--- src/rtl/wm_pkg.sv ---
// Package: shared types for the watermark inserter.
// Assumes nothing beyond IEEE 1800-2017 enum support.
package wm_pkg;

    // Two phases: gather a block, then emit it.
    typedef enum logic {
        ST_COLLECT = 1'b0,
        ST_EMIT    = 1'b1
    } wm_state_e;

endpackage

--- src/rtl/wm_lfsr.sv ---
// Galois LFSR that supplies the watermark sequence.
// Reset loads SEED; the state advances only when adv is high.
// Assumes SEED is nonzero, so the state never becomes all zeros.
module wm_lfsr #(
    parameter int                 LFSR_W = 16,
    parameter logic [LFSR_W-1:0]  MASK   = 16'hB400,
    parameter logic [LFSR_W-1:0]  SEED   = 16'hACE1
) (
    input  logic              clk,
    input  logic              rst_n,
    input  logic              adv,
    output logic [LFSR_W-1:0] state
);

    logic [LFSR_W-1:0] nxt;

    // One Galois step: shift right and fold the mask in when the bit shifted out is 1.
    always_comb begin
        nxt = {1'b0, state[LFSR_W-1:1]} ^ (state[0] ? MASK : '0);
    end

    // State register: seed on reset, step on request.
    always_ff @(posedge clk) begin
        if (!rst_n) begin
            state <= SEED;
        end else if (adv) begin
            state <= nxt;
        end
    end

endmodule

--- src/rtl/wm_top3_tracker.sv ---
// Keeps the NUM_MARK largest-magnitude AC coefficients of the block being
// received, sorted from largest down. On a strictly larger magnitude the new
// entry takes the slot and pushes the rest down, so the earlier arrival wins a tie.
// Assumes index 0 of every block is the DC term: accepting it clears the list,
// and it is never entered.
module wm_top3_tracker #(
    parameter int COEF_W   = 12,
    parameter int IDX_W    = 6,
    parameter int NUM_MARK = 3
) (
    input  logic                     clk,
    input  logic                     rst_n,
    input  logic                     upd,
    input  logic                     first,
    input  logic signed [COEF_W-1:0] cand_coef,
    input  logic [IDX_W-1:0]         cand_idx,
    input  logic [IDX_W-1:0]         query_idx,
    output logic                     query_hit
);

    logic [COEF_W-1:0]   cand_mag;
    logic [NUM_MARK-1:0] vld_q, vld_d, gt, hit_vec;
    logic [COEF_W-1:0]   mag_q [NUM_MARK];
    logic [COEF_W-1:0]   mag_d [NUM_MARK];
    logic [IDX_W-1:0]    idx_q [NUM_MARK];
    logic [IDX_W-1:0]    idx_d [NUM_MARK];

    // Absolute value; the most negative code still fits as an unsigned value.
    always_comb begin
        cand_mag = cand_coef[COEF_W-1] ? COEF_W'(-cand_coef) : COEF_W'(cand_coef);
    end

    for (genvar k = 0; k < NUM_MARK; k++) begin : g_slot
        // The candidate beats an empty slot or a strictly smaller magnitude.
        assign gt[k]      = !vld_q[k] || (cand_mag > mag_q[k]);
        assign hit_vec[k] = vld_q[k] && (idx_q[k] == query_idx);
        if (k == 0) begin : g_head
            assign vld_d[k] = gt[k] ? 1'b1     : vld_q[k];
            assign mag_d[k] = gt[k] ? cand_mag : mag_q[k];
            assign idx_d[k] = gt[k] ? cand_idx : idx_q[k];
        end else begin : g_tail
            // Inserted above: shift down. Inserted here: take the candidate.
            assign vld_d[k] = gt[k-1] ? vld_q[k-1] : (gt[k] ? 1'b1     : vld_q[k]);
            assign mag_d[k] = gt[k-1] ? mag_q[k-1] : (gt[k] ? cand_mag : mag_q[k]);
            assign idx_d[k] = gt[k-1] ? idx_q[k-1] : (gt[k] ? cand_idx : idx_q[k]);
        end
    end

    assign query_hit = |hit_vec;

    // Slot registers: clear on reset and on the DC term, insert on each AC term.
    always_ff @(posedge clk) begin
        if (!rst_n || (upd && first)) begin
            vld_q <= '0;
            for (int k = 0; k < NUM_MARK; k++) begin
                mag_q[k] <= '0;
                idx_q[k] <= '0;
            end
        end else if (upd) begin
            vld_q <= vld_d;
            for (int k = 0; k < NUM_MARK; k++) begin
                mag_q[k] <= mag_d[k];
                idx_q[k] <= idx_d[k];
            end
        end
    end

endmodule

--- src/rtl/wm_mark_arith.sv ---
// Combinational marking: c + ((c * alpha * w) >>> SHIFT), saturated to COEF_W bits.
// Assumes alpha is unsigned and wm is two's complement.
module wm_mark_arith #(
    parameter int COEF_W  = 12,
    parameter int ALPHA_W = 8,
    parameter int WM_W    = 8,
    parameter int SHIFT   = 8
) (
    input  logic signed [COEF_W-1:0] coef,
    input  logic [ALPHA_W-1:0]       alpha,
    input  logic signed [WM_W-1:0]   wm,
    output logic signed [COEF_W-1:0] marked
);

    localparam int PW = COEF_W + ALPHA_W + WM_W + 2;
    localparam logic signed [PW-1:0] MAXV = PW'((64'sd1 <<< (COEF_W - 1)) - 1);
    localparam logic signed [PW-1:0] MINV = -MAXV - PW'(1);

    logic signed [PW-1:0] c_x, a_x, w_x, prod, sum;

    // Widen every operand so the triple product cannot wrap.
    always_comb begin
        c_x  = PW'(coef);
        a_x  = PW'($signed({1'b0, alpha}));
        w_x  = PW'(wm);
        prod = c_x * a_x * w_x;
        sum  = c_x + (prod >>> SHIFT);
    end

    // Clamp to the output range.
    always_comb begin
        if (sum > MAXV) begin
            marked = MAXV[COEF_W-1:0];
        end else if (sum < MINV) begin
            marked = MINV[COEF_W-1:0];
        end else begin
            marked = sum[COEF_W-1:0];
        end
    end

endmodule

--- src/rtl/wm_top3_insert.sv ---
// Top-three AC watermark inserter. Buffers a whole coefficient block while the
// top-magnitude AC terms are ranked, then replays the block in order and marks
// the selected terms with LFSR values scaled by a strength sampled at block end.
// Assumes input stalls are signalled only through in_ready; no output back-pressure.
module wm_top3_insert #(
    parameter int                COEF_W    = 12,
    parameter int                ALPHA_W   = 8,
    parameter int                WM_W      = 8,
    parameter int                SHIFT     = 8,
    parameter int                BLK_LEN   = 64,
    parameter int                NUM_MARK  = 3,
    parameter int                LFSR_W    = 16,
    parameter logic [LFSR_W-1:0] LFSR_MASK = 16'hB400,
    parameter logic [LFSR_W-1:0] LFSR_SEED = 16'hACE1
) (
    input  logic                     clk,
    input  logic                     rst_n,
    input  logic                     in_valid,
    input  logic signed [COEF_W-1:0] in_coef,
    input  logic                     in_last,
    input  logic [ALPHA_W-1:0]       alpha,
    output logic                     in_ready,
    output logic                     out_valid,
    output logic signed [COEF_W-1:0] out_coef,
    output logic                     out_last
);

    import wm_pkg::*;

    localparam int               IDX_W   = $clog2(BLK_LEN);
    localparam logic [IDX_W-1:0] IDX_MAX = IDX_W'(BLK_LEN - 1);

    wm_state_e                state_q;
    logic [IDX_W-1:0]         wr_idx_q, rd_idx_q, last_idx_q;
    logic [ALPHA_W-1:0]       alpha_q;
    logic signed [COEF_W-1:0] coef_mem [BLK_LEN];
    logic signed [COEF_W-1:0] rd_coef, marked;
    logic                     accept, blk_end, emitting, hit, mark_adv;
    logic [LFSR_W-1:0]        lfsr_q;

    assign in_ready = (state_q == ST_COLLECT);
    assign accept   = in_valid && in_ready;
    assign blk_end  = accept && (in_last || (wr_idx_q == IDX_MAX));
    assign emitting = (state_q == ST_EMIT);
    assign rd_coef  = coef_mem[rd_idx_q];
    assign mark_adv = emitting && hit;

    // Block buffer: write-only while collecting, read while emitting.
    always_ff @(posedge clk) begin
        if (accept) begin
            coef_mem[wr_idx_q] <= in_coef;
        end
    end

    // Phase control, write/read indices and strength capture.
    always_ff @(posedge clk) begin
        if (!rst_n) begin
            state_q    <= ST_COLLECT;
            wr_idx_q   <= '0;
            rd_idx_q   <= '0;
            last_idx_q <= '0;
            alpha_q    <= '0;
        end else if (state_q == ST_COLLECT) begin
            if (accept) begin
                wr_idx_q <= blk_end ? '0 : wr_idx_q + 1'b1;
            end
            if (blk_end) begin
                last_idx_q <= wr_idx_q;
                alpha_q    <= alpha;
                rd_idx_q   <= '0;
                state_q    <= ST_EMIT;
            end
        end else begin
            rd_idx_q <= rd_idx_q + 1'b1;
            if (rd_idx_q == last_idx_q) begin
                state_q <= ST_COLLECT;
            end
        end
    end

    // Output register: marked or original coefficient, with framing.
    always_ff @(posedge clk) begin
        if (!rst_n) begin
            out_valid <= 1'b0;
            out_last  <= 1'b0;
            out_coef  <= '0;
        end else begin
            out_valid <= emitting;
            out_last  <= emitting && (rd_idx_q == last_idx_q);
            out_coef  <= hit ? marked : rd_coef;
        end
    end

    wm_top3_tracker #(
        .COEF_W   (COEF_W),
        .IDX_W    (IDX_W),
        .NUM_MARK (NUM_MARK)
    ) u_tracker (
        .clk       (clk),
        .rst_n     (rst_n),
        .upd       (accept),
        .first     (wr_idx_q == '0),
        .cand_coef (in_coef),
        .cand_idx  (wr_idx_q),
        .query_idx (rd_idx_q),
        .query_hit (hit)
    );

    wm_lfsr #(
        .LFSR_W (LFSR_W),
        .MASK   (LFSR_MASK),
        .SEED   (LFSR_SEED)
    ) u_lfsr (
        .clk   (clk),
        .rst_n (rst_n),
        .adv   (mark_adv),
        .state (lfsr_q)
    );

    wm_mark_arith #(
        .COEF_W  (COEF_W),
        .ALPHA_W (ALPHA_W),
        .WM_W    (WM_W),
        .SHIFT   (SHIFT)
    ) u_arith (
        .coef   (rd_coef),
        .alpha  (alpha_q),
        .wm     ($signed(lfsr_q[WM_W-1:0])),
        .marked (marked)
    );

endmodule

--- config.mk ---
export PLATFORM = sky130hd
export DESIGN_NAME = wm_top3_insert
export DESIGN_NICKNAME = d
export VERILOG_FILES = /design/src/rtl/wm_pkg.sv /design/src/rtl/wm_lfsr.sv /design/src/rtl/wm_top3_tracker.sv /design/src/rtl/wm_mark_arith.sv /design/src/rtl/wm_top3_insert.sv
export SDC_FILE = /design/constraint.sdc
export NUM_CORES = 2
export LEC_CHECK = 0
export BUFFER_PORTS_ARGS = -buffer_cell sky130_fd_sc_hd__buf_2
export CAP_MARGIN = 10
export CORE_MARGIN = 1
export CORE_UTILIZATION = 37
export DETAILED_ROUTE_END_ITERATION = 7
export SLEW_MARGIN = 20
export SYNTH_ARGS = -nofsm -noshare
export SYNTH_HDL_FRONTEND = slang
export SYNTH_SLANG_ARGS = --single-unit
--- constraint.sdc ---
create_clock -name clk -period 21.8 [get_ports clk]
set_input_delay 4.36 -clock clk [delete_from_list [all_inputs] [get_ports clk]]
set_output_delay 4.36 -clock clk [all_outputs]
set_load 0.02 [all_outputs]
==> run_results.csv <==
group,metric,value,unit
yosys,synthesis.area,0.04587,mm2
min_path,whs_path_depth,2,
clocking,clock-sinks,888,
power_and_ir_drop,power.switching,0.003445,W
layout,area_delta_synth_final,11.41,%
layout,drive_gt1_frac,0.1741,
min_path,hp-class,"flip-flop to flip-flop",
power_and_ir_drop,seqPwrFrac,0.237,
layout,final_nets,3511,
clocking,cts_tree,"built",
floorplanning,core-area,0.1224,mm2
floorplanning,dieWidth,354.1,um
drt,drt-vias-per-instance,5.198,
timing,hold_viol_final,0,
timing,fin_setup_tns,0,ps
layout,fin_area,0.05111,mm2
status,run_status,"finished, final reports clean",
setup_path,crit_slowest_cell,"buf_4",
yosys,async_reset_ff_frac,0,
floorplanning,dieArea,0.1254,mm2
power_and_ir_drop,vdd_drop_max,0.5403,mV
yosys,syn_inst,3048,
power_and_ir_drop,p_int,0.004631,W
setup_path,cpPeakStageDelay,880,ps
setup_path,startpoint_type,"flip-flop",
drt,drc_errors,0,
timing,tightest_slew,1063,ps
drt,postRouteAntennaNets,0,
clocking,postCtsHoldBufs,0,
timing,rsz0062_at_grt,"false",
global_routing,overflow,0,
placement,gp_congestion,0.8462,
placement,post-place-cells,4652,
placement,hpwl,72.16,mm
clocking,numCtsBuffers,91,
clocking,clkLatencyLatePin,680,ps
global_routing,grt_pass1_wl,165.1,mm
power_and_ir_drop,p_sw_frac,0.4265,
yosys,synth_edf_count,822,
placement,place_area,0.04821,mm2
global_routing,grt_pass1_vias,25770,
power_and_ir_drop,power.total,0.008076,W
layout,instances_no_fill,4819,
timing,min_period,16060,ps
drt,drt_first_pass_iters,7,
yosys,ys.flop_type,"edfxtp_1",
yosys,synth_warnings,0,
clocking,clkTransAtPathRegs,50,ps
yosys,yosysTopAreaCellShare,0.5381,
setup_path,critical_path.most_common_cell,"fa_1",
placement,portBuffers,38,
setup_path,crit_required,22280,ps
yosys,synth_cell_types,67,
global_routing,grtUsageTotal,0.1751,
setup_path,rr_worst_depth,42,
min_path,min-delay-start,"u_lfsr.state[12]$_SDFFE_PN0P_",
yosys,yosysSeqAreaShare,0.5669,
floorplanning,ios,39,
setup_path,rr_endpoint,"out_coef[6]$_SDFF_PN0_",
power_and_ir_drop,power.density,158.0,mW/mm2
setup_path,cp.arrival,16540,ps
yosys,synth_area_leaders,"edfxtp_1, mux4_2, fa_1",
clocking,postCtsSetupRepairBufs,0,
timing,timing.fmax,62.28,MHz
clocking,post_cts_resized,0,
timing,setup_viol,0,
clocking,max-clock-path-buffers,3,
drt,wl_per_cell,22.47,um
drt,drt-total-wl,108.3,mm
global_routing,grt_max_degree,152,
timing,maxSlewHeadroom,0.2903,
drt,drt_iter0_drc,2237,
timing,clock_skew,46.68,ps
timing,slew_violations,0,
power_and_ir_drop,p_clk_frac,0.187,
yosys,synth_seq_cells,888,
floorplanning,rows,128,
floorplanning,start_util,0.3749,
power_and_ir_drop,leakagePower,18.13,nW
global_routing,antenna_found_initial,5,
yosys,ys_top_cells_by_count,"edfxtp_1, inv_1, mux4_2",
layout,antenna_cells,0,
yosys,synth_nets,3439,
min_path,holdPathEnd,"u_lfsr.state[11]$_SDFFE_PN1P_",
job,cap_violations,0,
setup_path,crit_fanout,46,
yosys,syn_area_per_cell,15.05,um2
clocking,cts.htree.levels,3,
layout,fill_cells,11100,
timing,period_share,0.7366,
setup_path,critPathKind,"flip-flop to flip-flop",
setup_path,r2r_slack,5740,ps
yosys,synth_area_leader_cell,"edfxtp_1",
clocking,cts_root_buffer,"clkbuf_16",
power_and_ir_drop,p_comb_frac,0.576,
setup_path,end_kind,"flip-flop",
yosys,yosysMostFrequentCell,"edfxtp_1",
floorplanning,die_h,354.1,um
drt,routed-via-count,25050,
cell type report:
class | count | area, um2 | area share
clock buffers | 114 | 2394 | 0.04684
clock inverters | 53 | 495.5 | 0.009695
repair buffers | 121 | 825.8 | 0.01616
flip-flops and latches | 888 | 26020 | 0.5091
inverters | 332 | 1246 | 0.02438
well taps | 1625 | 2033 | 0.03978
multi-input cells | 1686 | 18090 | 0.3540
state kept, by name, indices dropped and copies added, names as in the netlist, 3 cells and up, named ones only:
name	count
coef_mem	768
u_tracker.mag_q	36
out_coef	12
rd_idx_q	6
u_lfsr.state	16
alpha_q	8
u_tracker.idx_q	18
last_idx_q	6
u_tracker.vld_q	3
wr_idx_q	6
power groups by stage:
stage | Combinational [W] | Sequential, W | Clock, W
6_report | 0.00465 | 0.00192 | 0.00151
5_1_grt | 0.00518 | 0.00192 | 0.00160
4_1_cts | 0.00461 | 0.00192 | 0.00154
3_5_place_dp | 0.00458 | 0.00195 | 0
3_3_place_gp | 0.00459 | 0.00195 | 0
2_1_floorplan | 0.00356 | 0.00195 | 0
metrics by stage:
step | worst slack, ps | hold WS (ps) | util
final | 5743 | 473.7 | 0.4177
after global routing | 4510 | 492.1 | 0.4177
after CTS | 5543 | 469.9 | 0.4176
after detailed placement | 5580 | 455.9 | 0.3940
after global placement | 5799 | 452.4 | 0.3940
after floorplan | 9147 | 441.4 | -
cells by family (layout without fill, tap and decap cells):
kind of cell / Yosys count / count (layout) / share of synthesized area
AO/OA/AOI/OAI: 257 / 257 / 0.03660
multiplexers: 282 / 282 / 0.1303
XOR/XNOR: 98 / 98 / 0.01871
flip-flops: 888 / 888 / 0.5669
AND/OR/NAND/NOR: 682 / 682 / 0.07244
buffers and inverters: 474 / 620 / 0.04061
adder cells (fa/ha/maj): 367 / 367 / 0.1345
per-layer routing:
metal,vias to the layer above,wire [um],global-route usage
met1,12990,48040,0.2474
met2,701,51630,0.2842
met3,151,5998,0.02591
met4,0,2628,0.04414
li1,11210,-,-
met5,-,0,0
worst max-delay path: cells and delay by family (launching register included):
family | cells | cell delay (ps)
AND/OR/NAND/NOR | 7 | 1370
flip-flops | 1 | 780
AO/OA/AOI/OAI | 13 | 4190
buffers and inverters | 6 | 1880
adder cells (fa/ha/maj) | 11 | 5150
multiplexers | 3 | 1910
XOR/XNOR | 2 | 470
how the worst max path moves through the flow:
stage / endpoint / slack, ps
3_5_place_dp: out_coef[10]$_SDFF_PN0_ / 5580
2_1_floorplan: out_coef[9]$_SDFF_PN0_ / 9150
4_1_cts: out_coef[10]$_SDFF_PN0_ / 5540
6_report: out_coef[6]$_SDFF_PN0_ / 5740
3_3_place_gp: out_coef[10]$_SDFF_PN0_ / 5800
5_1_grt: out_coef[4]$_SDFF_PN0_ / 4510
cells in the final DEF (no fill, tap or decap), drive strengths merged, types with 7 or more instances in the layout:
cell type	synthesis	layout
mux4	252	252
o21bai	7	7
buf	43	121
o21a	19	19
clkbuf	99	114
a21oi	71	71
fa	210	210
nor2b	22	22
and3	20	20
a21boi	20	20
and2	154	154
nor2	183	183
inv	331	334
mux2i	30	30
dfxtp	66	66
nand4	20	20
o22ai	9	9
a21o	31	31
xor2	30	30
a31oi	7	7
nand3	21	21
ha	157	157
o211ai	11	11
clkinv	1	44
or2	10	10
edfxtp	822	822
nor3	14	14
nand2	191	191
xnor2	68	68
o21ai	44	44
nand2b	22	22
(Power assumes the default switching activity.)
